<file path="config.mk">
export PLATFORM = sky130hd
export DESIGN_NAME = hog_arb
export DESIGN_NICKNAME = d
export VERILOG_FILES = /design/src/rtl/hog_arb.sv
export SDC_FILE = /design/constraint.sdc
export NUM_CORES = 1
export LEC_CHECK = 0
export ABC_AREA = 1
export ABC_CLOCK_PERIOD_IN_PS = 1300
export BUFFER_PORTS_ARGS = -buffer_cell sky130_fd_sc_hd__buf_2
export CAP_MARGIN = 10
export CELL_PAD_IN_SITES_DETAIL_PLACEMENT = 0
export CELL_PAD_IN_SITES_GLOBAL_PLACEMENT = 1
export CORE_MARGIN = 2
export CORE_UTILIZATION = 33
export CTS_BUF_LIST = sky130_fd_sc_hd__clkbuf_2 sky130_fd_sc_hd__clkbuf_4 sky130_fd_sc_hd__clkbuf_8
export DETAILED_ROUTE_END_ITERATION = 10
export PLACE_DENSITY_LB_ADDON = 0.1
export RECOVER_POWER = 50
export SKIP_CTS_REPAIR_TIMING = 1
export SYNTH_ARGS = -nofsm -noshare
export SYNTH_HDL_FRONTEND = slang
export SYNTH_SLANG_ARGS = --single-unit
</file>
<file path="constraint.sdc">
create_clock -name clk -period 1.3 [get_ports clk]
set_input_delay 0.065 -clock clk [delete_from_list [all_inputs] [get_ports clk]]
set_output_delay 0.065 -clock clk [all_outputs]
set_load 0.05 [all_outputs]
</file>
<file path="src/rtl/hog_arb.sv">
module hog_arb #(
  parameter int NCLI = 7,
  parameter int NRD = 2,
  parameter logic [NCLI-1:0] HOG_EXCL = 7'b0110000,
  localparam int IW = $clog2(NCLI)
) (
  input  logic            clk,
  input  logic            rst_n,
  input  logic [NCLI-1:0] req,
  input  logic            done,
  output logic [NCLI-1:0] gnt,
  output logic            gnt_vld,
  output logic [IW-1:0]   gnt_idx,
  output logic            gnt_wr
);

  logic          decide;
  logic          hog_hit;
  logic [IW-1:0] fix_idx;
  logic [IW-1:0] nxt_idx;

  assign decide  = !gnt_vld || done;
  assign hog_hit = gnt_vld && done && !HOG_EXCL[gnt_idx] && req[gnt_idx];

  always_comb begin
    fix_idx = '0;
    for (int i = NCLI - 1; i >= 0; i--)
      if (req[i]) fix_idx = IW'(i);
  end

  assign nxt_idx = hog_hit ? gnt_idx : fix_idx;

  always_ff @(posedge clk or negedge rst_n) begin
    if (!rst_n) begin
      gnt     <= '0;
      gnt_vld <= 1'b0;
      gnt_idx <= '0;
      gnt_wr  <= 1'b0;
    end else if (decide) begin
      if (|req) begin
        gnt     <= NCLI'(1) << nxt_idx;
        gnt_vld <= 1'b1;
        gnt_idx <= nxt_idx;
        gnt_wr  <= nxt_idx >= IW'(NRD);
      end else begin
        gnt     <= '0;
        gnt_vld <= 1'b0;
        gnt_idx <= '0;
        gnt_wr  <= 1'b0;
      end
    end
  end

endmodule


</file>
==> results of run 1 <==
-- power by group --
part / leakage [nW] / internal, mW / switching, mW
Combinational: 0.399 / 0.227 / 0.549
Sequential: 0.150 / 0.446 / 0.0671
Clock: 0.0138 / 0.107 / 0.121
-- Yosys cell counts (2+ instances only) --
cell type	number	area share (%)
inv_1	11	5.3
a21oi_2	2	2.2
inv_2	5	2.4
nand2_1	37	18
dfrtp_1	12	39
nor2_2	5	4.0
nand3_1	2	1.3
nand3_2	2	2.6
nand4_1	5	4.0
o21ai_1	5	3.2
nor2_1	4	1.9
nand2_2	5	4.0
-- kinds of logic (layout without fill, tap and decap cells) --
logic type      Yosys count  count (layout)  share of synthesized area, %
simple gates             65              65                          42.7
flops                    12              12                          38.5
buf+inv                  18              48                          8.67
compound gates           11              11                          10.1
-- registers in the layout, summed over array words and instances (netlist names) --
| name | count |
|---|---|
| gnt_wr | 1 |
| gnt | 7 |
| gnt_idx | 3 |
| gnt_vld | 1 |
-- how the worst min path moves through the flow --
stage	from	end	slack, ns	cells past startpoint
after global placement	rst_n	gnt[3]	-0.03	1
final	done	gnt[0]	0.23	5
after CTS	rst_n	gnt[3]	-0.33	1
after detailed placement	rst_n	gnt[3]	-0.03	1
after global routing	done	gnt[2]	0.26	5
after floorplan	rst_n	gnt[0]	-0.23	0
-- metal layers --
layer	wire [um]	global-route usage, %
met3	75	5.43
met5	0	0
met1	897	20.0
met2	853	24.4
met4	25	3.42
-- critical path, stage by stage (launching register included) --
cell	delay (ns)
dfrtp_2	0.47
inv_2	0.10
o21ai_2	0.07
nand2_4	0.10
nand4_4	0.14
nand2_1	0.10
nand2_1	0.06
nor2_2	0.14
nand2_1	0.06
nand2_1	0.06
-- final cells by class --
type                    count  area share (%)
multi-input cells          76            43.5
clock buffers               3            2.16
repair buffers             28            15.2
well taps                  28            3.35
flip-flops and latches     12            29.2
inverters                  17            6.59
-- through the flow --
step	util [%]	setup WS, ns	TNS (ns)	area [um2]	instances
2_1_floorplan	-	-0.0842	-0.708	790	106
3_3_place_gp	43.5	-0.0983	-0.523	971	160
3_5_place_dp	43.5	-0.0905	-0.548	971	160
4_1_cts	44.5	-0.124	-0.772	993	163
5_1_grt	46.8	-0.175	-1.50	1040	164
6_report	46.8	-0.0757	-0.420	1040	164
==> reports/metrics.cfg, run 1 <==
[layout]
layout-drive-gt1-share_pct = 45.6
antennaDiodeCount = 0
layout_common_cells = 34 x nand2_1, 20 x buf_2, 11 x inv_1
syn_to_final_growth_pct = 34.0
seq_area_um2 = 305
multi_input_area_um2 = 454
n_fill_cell = 239
final_common_cell = nand2_1
nNetsFinal = 148

[sta]
relSlewSlack_pct = 54.3
hold_viol = 0
finalCriticalPeriod_ns = 1.38
skew_ns = 0.00890
grt_setup_unrepaired = yes
period_share_pct = 106
finalSetupViolCount = 9
fin_hold_ws_ns = 0.225
setup_slack_ns = -0.0757
fmax_ghz = 0.727
slew_viol_final = 0
tightest_slew_ns = 0.686

[place]
io_buffer_count = 21
dp_hpwl_um = 1470
place_congestion = 0.798

[routing]
drc = 0
drt-total-wl_um = 1850
avgViaCountPerCell = 4.55
dr_total_vias = 746
wl_per_cell_um = 11.3
drt_first_pass_iters = 4
ant_nets = 0
drt_iter0_markers = 16

[cts]
ctsRootBufferMaster = clkbuf_4
clk_latency_ns = 0.27
clk_path_buf_depth = 2
numCtsBuffers = 3
htree_levels = 1
path_clk_slew_ns = 0.08
cts_tree = built
cts_sinks = 12

[global_routing]
antenna_found_initial = 0
grt_pass1_wl_um = 3110
grtUsageTotal_pct = 15.4
grt_pass1_vias = 720
grt_overflow = 0
grt_start_max_net_pins = 13

[synth]
yosys_register_bits = 12
ys_warn_count = 0
synth_edf_count = 0
synthFlopType = dfrtp_1
syn-cell-area_um2 = 779
avgSynthCellArea_um2 = 7.35
synth.distinct_cells = 23
synthCells = 106
synth.net_count = 116
async_flop_share_pct = 100
ys_seq_area_share_pct = 38.5

[pwr]
vdd_drop_max_mv = 0.912
p_leak_nw = 0.563
p_total_mw = 1.52
powerDensity_nw_per_um2 = 1450

[setup_path]
crit_path_end_kind = register
path_max_fanout = 7
arrival_ns = 1.58
cp-startpoint = gnt_idx[0]
cp_data_required_time_ns = 1.50
r2r-start = gnt_idx[0]
crit_type = reg2reg
rr_endpoint = gnt[6]
r2r_cells = 9
r2r_slack_ns = -0.08
cp-start-kind = register
cp-endpoint = gnt[6]

[floorplanning]
start_util_pct = 34.9
core_um2 = 2230
dieHeight_um = 52.6
die_w_um = 52.6
rows = 17
die_area_um2 = 2770
io_pins = 22

[hold_path]
hold_class = in2reg

[flow_run]
drv_cap = 0

[run_status]
violations = negative setup slack
outcome = complete, but fails checks

No activity file was read; power rests on OpenSTA's default activity.
==> run 2, diff against run 1 <==
PLACE_DENSITY = 0.72   (was unset)
PLACE_DENSITY_LB_ADDON = unset   (was 0.1)
==> run 2 against run 1 <==
Effect of this change:
- the flow still finishes with violations (negative setup slack)
- sequential cell count unchanged
- sequential power decreased by 0.8%
- clock-buffer cell count increased by 1
- final area decreased by 0.36%
- combinational power decreased by 0.8%
- hold slack got worse by 0.038 ns
- core utilization decreased by 0.17 points
- clock skew decreased by 0.00060 ns
- clock power increased by 33%
- first-iteration DRC count decreased by 63%
- routed wire length decreased by 4.2%
- global-route usage decreased by 0.41 points
- highest routed layer unchanged
==> reports/metrics.cfg, run 2 (synthesis gave the netlist of run 1 again) <==
[cts]
path_clk_slew_ns = 0.08  ; about the same
cts_tree = built
clk_latency_ns = 0.28  ; about the same
numCtsBuffers = 3  ; unchanged
htree_levels = 1  ; unchanged
ctsRootBufferMaster = clkbuf_4
clk_path_buf_depth = 2  ; unchanged
cts_sinks = 12  ; unchanged

[setup_path]
cp_cell_sequence = inv_2, o21ai_2, nand2_4, nand4_4, nand2_2, nand3_2, inv_2, nand2_1, nand2_1
crit_path_end_kind = register
path_buf_inv = 2  ; +1
cp_data_required_time_ns = 1.53  ; +0.03 ns
r2r_cells = 9  ; unchanged
cp_slowest_cell = dfrtp_2
crit_family = simple AND/OR/NAND/NOR gates
r2r-start = gnt_idx[0]
slowest_delay_ns = 0.46  ; about the same
worst-path-stages = 9  ; unchanged
cp-start-kind = register
arrival_ns = 1.59  ; about the same
rr_endpoint = gnt[4]
r2r_slack_ns = -0.07  ; about the same
crit_type = reg2reg
path_max_fanout = 6  ; -1

[hold_path]
worstHoldStart = req[6]
holdPathStages = 5  ; unchanged
hold_path_end = gnt_vld
hold_class = in2reg

[sta]
skew_ns = 0.00830  ; -0.000599 ns
grt_setup_unrepaired = yes
relSlewSlack_pct = 57.2  ; +2.9 points
slew_viol_final = 0  ; unchanged
setup_slack_ns = -0.0671  ; +0.00857 ns
period_share_pct = 105  ; -0.66 points
finalSetupViolCount = 9  ; unchanged
tightest_slew_ns = 0.642  ; -0.0440 ns
hold_viol = 0  ; unchanged
finalCriticalPeriod_ns = 1.37  ; -0.00857 ns
fmax_ghz = 0.731  ; +0.63%

[floorplanning]
dieHeight_um = 52.6  ; unchanged
start_util_pct = 34.9  ; unchanged
die_w_um = 52.6  ; unchanged
rows = 17  ; unchanged
die_area_um2 = 2770  ; unchanged
core_um2 = 2230  ; unchanged
io_pins = 22  ; unchanged

[layout]
antennaDiodeCount = 0  ; unchanged
largest_register = gnt
largest_reg_flops = 7  ; unchanged
nNetsFinal = 148  ; unchanged
final_common_cell = nand2_1
syn_to_final_growth_pct = 33.5
layout-drive-gt1-share_pct = 46.0  ; +0.40 points
final_area_um2 = 1040  ; -0.36%
n_fill_cell = 250  ; +4.6%
utilization_pct = 46.6  ; -0.17 points
largest_registers = gnt (7), gnt_idx (3)
layout_common_cells = 34 x nand2_1, 20 x buf_2, 11 x inv_1

[routing]
ant_nets = 0  ; unchanged
avgViaCountPerCell = 4.55  ; about the same
drt_first_pass_iters = 4  ; unchanged
dr_total_vias = 751  ; +0.67%
wl_per_cell_um = 10.7  ; -4.8%
drt-total-wl_um = 1770  ; -4.2%
drt_iter0_markers = 6  ; -10
drc = 0  ; unchanged

[global_routing]
grt_start_max_net_pins = 13  ; unchanged
antenna_found_initial = 0  ; unchanged
grtUsageTotal_pct = 15.0  ; -0.41 points
grt_pass1_vias = 714  ; -0.83%
grt_pass1_wl_um = 3060  ; -1.6%
grt_overflow = 0  ; unchanged

[place]
post_dp_cell_area_um2 = 956  ; -1.5%
place_congestion = 0.799  ; +0.10%
io_buffer_count = 21  ; unchanged
dp_hpwl_um = 1360  ; -7.5%

[pwr]
p_total_mw = 1.58  ; +4.3%
p_leak_nw = 0.565  ; +0.38%
vdd_drop_max_mv = 1.09  ; +19%
powerDensity_nw_per_um2 = 1520  ; +4.7%

[run_status]
violations = negative setup slack
outcome = complete, but fails checks

[flow_run]
drv_cap = 0  ; unchanged

-- run 2: layout make-up --
type,instances,area [um2],share of cell area (%)
repair buffers,28,159,15.3
flip-flops and latches,12,305,29.3
well taps,28,35.0,3.37
inverters,17,66.3,6.37
multi-input cells,76,439,42.2
clock buffers,4,36.3,3.49
-- run 2: per-stage QoR --
| stage | hold WS [ns] | setup slack [ns] | setup TNS (ns) | cells |
|---|---|---|---|---|
| 2_1_floorplan | -0.231 | -0.0842 | -0.708 | 106 |
| 4_1_cts | -0.349 | -0.119 | -0.627 | 162 |
| 5_1_grt | 0.224 | -0.175 | -1.34 | 165 |
| 3_5_place_dp | -0.0399 | -0.0876 | -0.407 | 158 |
| 3_3_place_gp | -0.0466 | -0.0791 | -0.418 | 158 |
| 6_report | 0.187 | -0.0671 | -0.343 | 165 |
-- run 2: how the worst max path moves through the flow --
stage               startpoint  slack, ns  endpoint
floorplan           gnt_idx[1]      -0.08    gnt[1]
global placement    gnt_idx[0]      -0.08    gnt[1]
detailed placement  gnt_idx[0]      -0.09    gnt[1]
CTS                 gnt_idx[0]      -0.12    gnt[1]
global route        gnt_idx[0]      -0.17    gnt[1]
finish              gnt_idx[0]      -0.07    gnt[4]
-- run 2: per-layer routing --
metal | routed length (um) | vias up | GRT usage (%)
met2 | 826 | 13 | 24.2
met4 | 15 | 0 | 3.85
li1 | - | 400 | -
met1 | 846 | 334 | 19.5
met3 | 84 | 4 | 4.29
met5 | 0 | - | 0
-- run 2: worst min-delay path, cell delays in order --
cell and delay [ns]:
buf_2 0.10, nor3_1 0.05, inv_1 0.05, o21ai_1 0.10, nand2_1 0.07
-- run 2: power by group --
part,leakage (nW),internal [mW],total (mW),switching (mW)
clock network,0.0210,0.170,0.303,0.133
logic,0.393,0.228,0.770,0.542
registers,0.150,0.445,0.509,0.0637
total,0.565,0.843,1.58,0.739
